[src/rtl/a32_dec_pkg.sv]
package a32_dec_pkg;
  localparam int unsigned WORD_W = 32;
  localparam int unsigned REG_W  = 4;
  localparam int unsigned OP1_W  = 5;
  localparam int unsigned OP2_W  = 4;
  localparam int unsigned CLS_W  = 3;

  typedef enum logic [CLS_W-1:0] {
    CLS_UNSUP     = 3'd0,
    CLS_DP_REG    = 3'd1,
    CLS_DP_IMM    = 3'd2,
    CLS_XLS       = 3'd3,
    CLS_SBYTE_IMM = 3'd4,
    CLS_UNCOND    = 3'd5
  } cls_e;

  typedef struct packed {
    logic [REG_W-1:0] cond;
    logic [2:0]       top;
    logic [OP1_W-1:0] op1;
    logic [REG_W-1:0] rn;
    logic [REG_W-1:0] rd;
    logic [OP2_W-1:0] op2;
    logic [REG_W-1:0] rm;
  } fields_t;

  function automatic fields_t split_word(input logic [WORD_W-1:0] w);
    fields_t f;
    f.cond = w[31:28];
    f.top  = w[27:25];
    f.op1  = w[24:20];
    f.rn   = w[19:16];
    f.rd   = w[15:12];
    f.op2  = w[7:4];
    f.rm   = w[3:0];
    return f;
  endfunction
endpackage

[src/rtl/a32_grp_split.sv]
module a32_grp_split
  import a32_dec_pkg::*;
(
  input  logic [REG_W-1:0] cond_i,
  input  logic [2:0]       top_i,
  output logic             uncond_o,
  output logic             dpm_o
);
  localparam logic [REG_W-1:0] COND_NV = '1;

  assign uncond_o = (cond_i == COND_NV);
  // 00x group: bits 27-26 zero, bit 25 resolved later
  assign dpm_o    = !uncond_o && (top_i[2:1] == 2'b00);
endmodule

[src/rtl/a32_dpm_class.sv]
module a32_dpm_class
  import a32_dec_pkg::*;
(
  input  logic             en_i,
  input  logic             imm_i,
  input  logic [OP1_W-1:0] op1_i,
  input  logic [OP2_W-1:0] op2_i,
  output logic             xls_o,
  output logic             dp_reg_o,
  output logic             dp_imm_o
);
  logic misc_op1, unpriv_op1, xls_nib, mul_nib;

  assign misc_op1   = (op1_i[4:3] == 2'b10) && !op1_i[0];
  assign unpriv_op1 = !op1_i[4] && op1_i[1];
  // low nibble is examined ahead of the opcode
  assign xls_nib    = (op2_i == 4'b1011) || ((op2_i[3:2] == 2'b11) && op2_i[0]);
  assign mul_nib    = (op2_i == 4'b1001);

  always_comb begin
    xls_o    = 1'b0;
    dp_reg_o = 1'b0;
    dp_imm_o = 1'b0;
    if (en_i) begin
      if (imm_i) begin
        dp_imm_o = !misc_op1;
      end else if (xls_nib) begin
        xls_o = !unpriv_op1;
      end else if (!mul_nib && !misc_op1) begin
        dp_reg_o = 1'b1;
      end
    end
  end
endmodule

[src/rtl/a32_xls_class.sv]
module a32_xls_class
  import a32_dec_pkg::*;
(
  input  logic             en_i,
  input  logic [OP1_W-1:0] op1_i,
  input  logic [OP2_W-1:0] op2_i,
  input  logic [REG_W-1:0] rn_i,
  output logic             sbyte_imm_o
);
  localparam logic [REG_W-1:0] PC_REG = '1;

  logic sbyte_nib, imm_load_op1;

  assign sbyte_nib    = (op2_i[2:1] == 2'b10);
  assign imm_load_op1 = op1_i[2] && op1_i[0];
  assign sbyte_imm_o  = en_i && sbyte_nib && imm_load_op1 && (rn_i != PC_REG);
endmodule

[src/rtl/a32_class_decoder.sv]
module a32_class_decoder
  import a32_dec_pkg::*;
(
  input  logic              clk_i,
  input  logic              rst_ni,
  input  logic              valid_i,
  input  logic [WORD_W-1:0] instr_i,
  output logic              valid_o,
  output logic [CLS_W-1:0]  class_o,
  output logic              unsup_o,
  output logic [REG_W-1:0]  cond_o,
  output logic [REG_W-1:0]  rn_o,
  output logic [REG_W-1:0]  rd_o,
  output logic [REG_W-1:0]  rm_o,
  output logic              pre_o,
  output logic              up_o,
  output logic              wback_o
);
  fields_t f;
  logic    uncond, dpm, xls, dp_reg, dp_imm, sbyte_imm;
  cls_e    cls_d;
  logic    mem_cls;

  assign f = split_word(instr_i);

  a32_grp_split u_grp (
    .cond_i  (f.cond),
    .top_i   (f.top),
    .uncond_o(uncond),
    .dpm_o   (dpm)
  );

  a32_dpm_class u_dpm (
    .en_i    (dpm),
    .imm_i   (f.top[0]),
    .op1_i   (f.op1),
    .op2_i   (f.op2),
    .xls_o   (xls),
    .dp_reg_o(dp_reg),
    .dp_imm_o(dp_imm)
  );

  a32_xls_class u_xls (
    .en_i       (xls),
    .op1_i      (f.op1),
    .op2_i      (f.op2),
    .rn_i       (f.rn),
    .sbyte_imm_o(sbyte_imm)
  );

  always_comb begin
    if (uncond)         cls_d = CLS_UNCOND;
    else if (sbyte_imm) cls_d = CLS_SBYTE_IMM;
    else if (xls)       cls_d = CLS_XLS;
    else if (dp_imm)    cls_d = CLS_DP_IMM;
    else if (dp_reg)    cls_d = CLS_DP_REG;
    else                cls_d = CLS_UNSUP;
  end

  assign mem_cls = xls;

  always_ff @(posedge clk_i or negedge rst_ni) begin
    if (!rst_ni) begin
      valid_o <= 1'b0;
    end else begin
      valid_o <= valid_i;
    end
  end

  always_ff @(posedge clk_i or negedge rst_ni) begin
    if (!rst_ni) begin
      class_o <= CLS_UNSUP;
      unsup_o <= 1'b0;
      cond_o  <= '0;
      rn_o    <= '0;
      rd_o    <= '0;
      rm_o    <= '0;
      pre_o   <= 1'b0;
      up_o    <= 1'b0;
      wback_o <= 1'b0;
    end else if (valid_i) begin
      class_o <= cls_d;
      unsup_o <= (cls_d == CLS_UNSUP);
      cond_o  <= f.cond;
      rn_o    <= f.rn;
      rd_o    <= f.rd;
      rm_o    <= f.rm;
      pre_o   <= mem_cls && f.op1[4];
      up_o    <= mem_cls && f.op1[3];
      wback_o <= mem_cls && f.op1[1];
    end
  end
endmodule

[config.mk]
export PLATFORM = sky130hd
export DESIGN_NAME = a32_class_decoder
export DESIGN_NICKNAME = d
export VERILOG_FILES = /design/src/rtl/a32_dec_pkg.sv /design/src/rtl/a32_grp_split.sv /design/src/rtl/a32_dpm_class.sv /design/src/rtl/a32_xls_class.sv /design/src/rtl/a32_class_decoder.sv
export SDC_FILE = /design/constraint.sdc
export NUM_CORES = 1
export LEC_CHECK = 0
export BUFFER_PORTS_ARGS = -buffer_cell sky130_fd_sc_hd__clkbuf_2
export CORE_MARGIN = 5
export CORE_UTILIZATION = 35
export DETAILED_ROUTE_END_ITERATION = 16
export PLACE_DENSITY = 0.69
export SLEW_MARGIN = 30
export SYNTH_ARGS = -nofsm -noshare
export SYNTH_HDL_FRONTEND = slang
export SYNTH_SLANG_ARGS = --single-unit
[constraint.sdc]
create_clock -name clk_i -period 0.91 [get_ports clk_i]
set_clock_uncertainty 0.2 [all_clocks]
set_input_delay 0 -clock clk_i [delete_from_list [all_inputs] [get_ports clk_i]]
set_output_delay 0 -clock clk_i [all_outputs]
set_load 0.02 [all_outputs]
Yosys cells after proc, flatten, opt, wreduce, memory -nomap -nowiden
Index checks and enable logic that the tools add are counted.
{"block": "classes", "n_eq_ne": 7, "mux": 14, "reduce_logical": 21}
{"operator": "$eq A4 B4 Y1 const B", "count": 3}
{"operator": "$logic_and A1 B1 Y1", "count": 12}
{"operator": "$mux W1", "count": 10}
{"operator": "$eq A2 B2 Y1 const B", "count": 3}
{"operator": "$logic_not A1 Y1", "count": 6}
{"operator": "$mux W3", "count": 2}
{"operator": "$mux W2", "count": 2}
{"operator": "$ne A4 B4 Y1 const B", "count": 1}
{"operator": "$logic_not A3 Y1", "count": 1}
{"operator": "$logic_not A2 Y1", "count": 1}
{"operator": "$logic_or A1 B1 Y1", "count": 1}
{"block": "word_totals", "reg_bits": 24, "in_bits": 35, "output_inout_bits": 24, "elab_cells": 52}

Depth between registers and ports, before layout
{"block": "logic_depth", "depth_word": 14, "mapped_depth": 4, "mapped_depth_nobuf": 4}

Modules after synthesis
Synthesis repeated with hierarchy kept, for this count alone.
{"block": "hier_totals", "cells_unflattened": 81, "area_unflattened_um2": 1098.6}
{"module": "a32_class_decoder", "n_inst": 1, "cells_each": 67, "area_per_inst_um2": 984.7, "seq_area_each_um2": 600.6}
{"module": "a32_dpm_class", "n_inst": 1, "cells_each": 9, "area_per_inst_um2": 67.6, "seq_area_each_um2": 0.0}
{"module": "a32_xls_class", "n_inst": 1, "cells_each": 3, "area_per_inst_um2": 25.0, "seq_area_each_um2": 0.0}
{"module": "a32_grp_split", "n_inst": 1, "cells_each": 2, "area_per_inst_um2": 21.3, "seq_area_each_um2": 0.0}

Worst setup path after synthesis
No wires, ideal clock.
{"block": "synth_path", "path_kind": "input port to flip-flop", "start": "input port instr_i[21]", "end": "register class_o[1]", "setup_ns": 0.086, "t_arrival_ns": 0.985, "t_required_ns": 0.624, "path_slack_ns": -0.361, "cell_stages": 4, "path_buffers": 0, "path_cell_list": "nor2b_1 or4_4 or2_4 o221ai_2"}
{"block": "synth_via", "elab_chain_cells": 10, "word_cells_on_any_way": 11, "classes_between": "mux: 6; reduce/logical: 5"}
{"element": "start: declaration", "line": "a32_class_decoder.sv:7", "text": "input logic [WORD_W-1:0] instr_i,"}
{"element": "$logic_and A1 B1 Y1 (*)", "line": "a32_dpm_class.sv:15", "text": "assign unpriv_op1 = !op1_i[4] && op1_i[1];"}
{"element": "$logic_not A1 Y1 (*)", "line": "a32_dpm_class.sv:28", "text": "xls_o = !unpriv_op1;"}
{"element": "$mux W1 (*)", "line": "a32_dpm_class.sv:27", "text": "end else if (xls_nib) begin"}
{"element": "$mux W1 (*)", "line": "a32_dpm_class.sv:25", "text": "if (imm_i) begin"}
{"element": "$mux W1 (*)", "line": "a32_dpm_class.sv:24", "text": "if (en_i) begin"}
{"element": "$logic_and A1 B1 Y1 (3 in series)", "line": "a32_xls_class.sv:16", "text": "assign sbyte_imm_o = en_i && sbyte_nib && imm_load_op1 && (rn_i != PC_REG);"}
{"element": "$mux W3 (*)", "line": "a32_class_decoder.sv:53", "text": "else if (sbyte_imm) cls_d = CLS_SBYTE_IMM;"}
{"element": "$mux W3 (*)", "line": "a32_class_decoder.sv:52", "text": "if (uncond) cls_d = CLS_UNCOND;"}
{"element": "end signal: assignment", "line": "a32_class_decoder.sv:82", "text": "class_o <= cls_d;"}
{"element": "end: declaration", "line": "a32_class_decoder.sv:9", "text": "output logic [CLS_W-1:0] class_o,"}
Mark *: on every way between the ends. The rest lies on a longest branch, timed or not.
A chain may end at the register's enable or synchronous reset.

Worst setup path in the final report
{"block": "layout_path", "start": "register class_o[0]", "end": "output port class_o[0]"}
No word-level cell between the ends.

==> out/results.tsv <==
stage	metric	value	unit
status	run status	finished with violations	
status	failing checks	hold timing, setup timing	
cells_and_area	Final Non-Filler Cells	201	
cells_and_area	Nets	207	
routing	Avg WL per Cell	14.1	µm
timing	RSZ-0062 raised after global routing	true	
global_route	Most Crowded Layer GR	met2	
clock_network	root buffer cell	clkbuf_4	
timing	Slew Limit Headroom	0.796	
timing	hold_ws	-0.179	ns
floorplanning	Die Ht	64.1	µm
global_route	first-pass GRT wire length	4.36	mm
global_route	met2 Track Usage GR	0.231	
power_and_ir_drop	Power Total	2440	µW
synth	Mapped Cells	79	
routing	Post-Route WL	2.84	mm
synth	Async SR Flop Fraction	1.00	
worst_setup_path	Critical Path RT	0.71	ns
synth	Synth Warn #	0	
global_route	grt ovf	0	
synth	Synth area leader	dfrtp_1	
timing	Final Hold Viols	19	
routing	Vias	983	
timing	fin crit period	1.17	ns
timing	FMAX	852	MHz
clock_network	clk sinks	24	
timing	Worst-Margin Slew	0.306	ns
synth	post-synthesis sequential area ratio	0.586	
clock_network	Max clock buf depth	2	
routing	ANT nets after route	0	
power_and_ir_drop	Leak	0.000904	µW
global_route	met3 GRT Util	0.0315	
synth	number of synthesized flops with an enable pin	0	
clock_network	clk_lat worst skew	0.30	ns
worst_hold_path	class of the worst hold path	in2reg	
floorplanning	starting density of the core	0.368	
power_and_ir_drop	Peak VDD IR	0.914	mV
cells_and_area	ant diodes	0	
floorplanning	standard-cell row count	19	
placed_design	GPL Wtd Cong	0.805	
cells_and_area	Area Overhead vs Synth	86.1	%
synth	most frequent cells after synthesis	24 x dfrtp_1, 16 x mux2_2, 7 x nand2_1	
placed_design	Inst Count DP	175	
worst_setup_path	CP Launch Type	flop	
clock_network	total CTS buffers	3	
global_route	met1 GRT Util	0.159	
timing	setup ws final	-0.264	ns
placed_design	post-detail-place hpwl	1.97	mm
synth	Yosys reg bits	24	
floorplanning	die span in x	64.1	µm
synth	Synthesized Nets	114	
placed_design	I/O Buffers	54	
floorplanning	Die Footprint	4110	µm²
worst_setup_path	Crit Path Class	reg2out	
worst_setup_path	WP data arrival	0.97	ns
synth	Main synth FF type	dfrtp_1	
timing	fin. max-slew vios	0	
worst_setup_path	Crit Path Max Fanout	2	
clock_network	H-tree depth	1	
routing	number of DRC markers in iteration 0	7	
cells_and_area	filler instances	215	
synth	count leader, synth	dfrtp_1	
clock_network	CTS tree	yes	
routing	vias per inst	4.89	
routing	Detailed Routing Iterations Pass 1	2	
clock_network	clock slew at the register clock pins of the worst setup and hold paths	0.12	ns
timing	Tcrit/Tclk final	1.29	
worst_setup_path	CP endpoint kind	output port	
floorplanning	core area	2780	µm²
global_route	largest net degree at the start of global routing	25	
worst_setup_path	r2r setup slk	-0.24	ns
synth	largest cells by area after synthesis	dfrtp_1 59%, mux2_2 18%, nand2_1 2.6%	
floorplanning	io pins	59	
global_route	vias in the first global route	987	
power_and_ir_drop	power per cell area	1280	nW/µm²
run	max cap viols	0	
cells_and_area	layout cell share with drive strength beyond 1	0.682	
routing	DR DRC count	0	
cells_and_area	post-layout util	0.686	
global_route	initial antenna violation count	0	
synth	Post-Syn Area	1020	µm²
synth	syn avg cell area	13.0	µm²
timing	TNS Setup	-6.16	ns
timing	Final setup viols	48	
synth	post-synthesis cell type count	25	
global_route	gr usage total	0.130	
synth	top cell type's share of synthesized area	0.586	
## timing repair
item	in CTS	in global routing
setup endpoints to repair	47	47
gates resized for setup	11	76
pin swaps	4	3
setup buffers	3	1
hold buffers	18	1
hold endpoints to repair	48	9
## metrics by stage
stage          hold slack [ns]  worst slack [ns]  instance area (µm²)
3_3_place_gp            -0.208            -0.477                 1440
5_1_grt                 -0.182            -0.322                 1910
2_1_floorplan           -0.496            -0.360                 1040
3_5_place_dp            -0.194            -0.516                 1440
6_report                -0.179            -0.264                 1910
4_1_cts                 -0.182            -0.276                 1720
## final timing paths
check / from / endpoint / cells past startpoint
hold / removal: instr_i[31] / cond_o[3] / 3
setup reg to reg: class_o[0] / class_o[0] / 4
setup / recovery: class_o[0] / class_o[0] / 2
max in group asynchronous: rst_ni / rm_o[2] / 3
min in group asynchronous: rst_ni / unsup_o / 3
hold reg to reg: rn_o[2] / rn_o[2] / 1
## final cells by class
type | count | area, µm² | share of cell area
inverters | 5 | 18.8 | 0.00984
clock buffers | 3 | 22.5 | 0.0118
flip-flops and latches | 24 | 621 | 0.325
well taps | 31 | 38.8 | 0.0203
multi-input cells | 47 | 425 | 0.223
repair buffers | 91 | 781 | 0.409
## per-layer routing
metal  share of wire  wire length (µm)
met1            0.38              1070
met2            0.55              1570
met3           0.067               191
met4          0.0032                 9
met5               0                 0
## registers in the layout, summed over array words and instances, names as in the netlist
name and cells:
class_o 3, cond_o 4, pre_o 1, rd_o 4, rm_o 4, rn_o 4
unsup_o 1, up_o 1, valid_o 1, wback_o 1
## cell usage in the layout, fill, tap and decap left out, types with 2 or more instances in the layout
master and instances:
buf_4 13, buf_6 26, buf_8 2, clkbuf_2 30
clkbuf_4 3, dfrtp_1 8, dfrtp_2 16, dlygate4sd3_1 19
inv_1 5, mux2_2 12, mux2_4 4, nand2_1 7
nor2_1 2, o22ai_2 3
## kinds of logic (layout without fill, tap and decap cells)
kind of cell	after synthesis	in the layout	synth area share
AND/OR/NAND/NOR	20	20	0.109
buffers and inverters	8	99	0.0476
flip-flops	24	24	0.586
AO/OA/AOI/OAI	11	11	0.0818
multiplexers	16	16	0.176
## critical path, stage by stage, from the launching register on
cell,delay (ns)
dfrtp_1,0.43
buf_6,0.13
buf_8,0.12
## where the power goes
group          switching (µW)  leakage (µW)  internal, µW
logic                     308      0.000617           451
clock network             290     0.0000138           154
registers                65.0      0.000274          1170
Note: power is estimated with default switching activity, not from simulation.
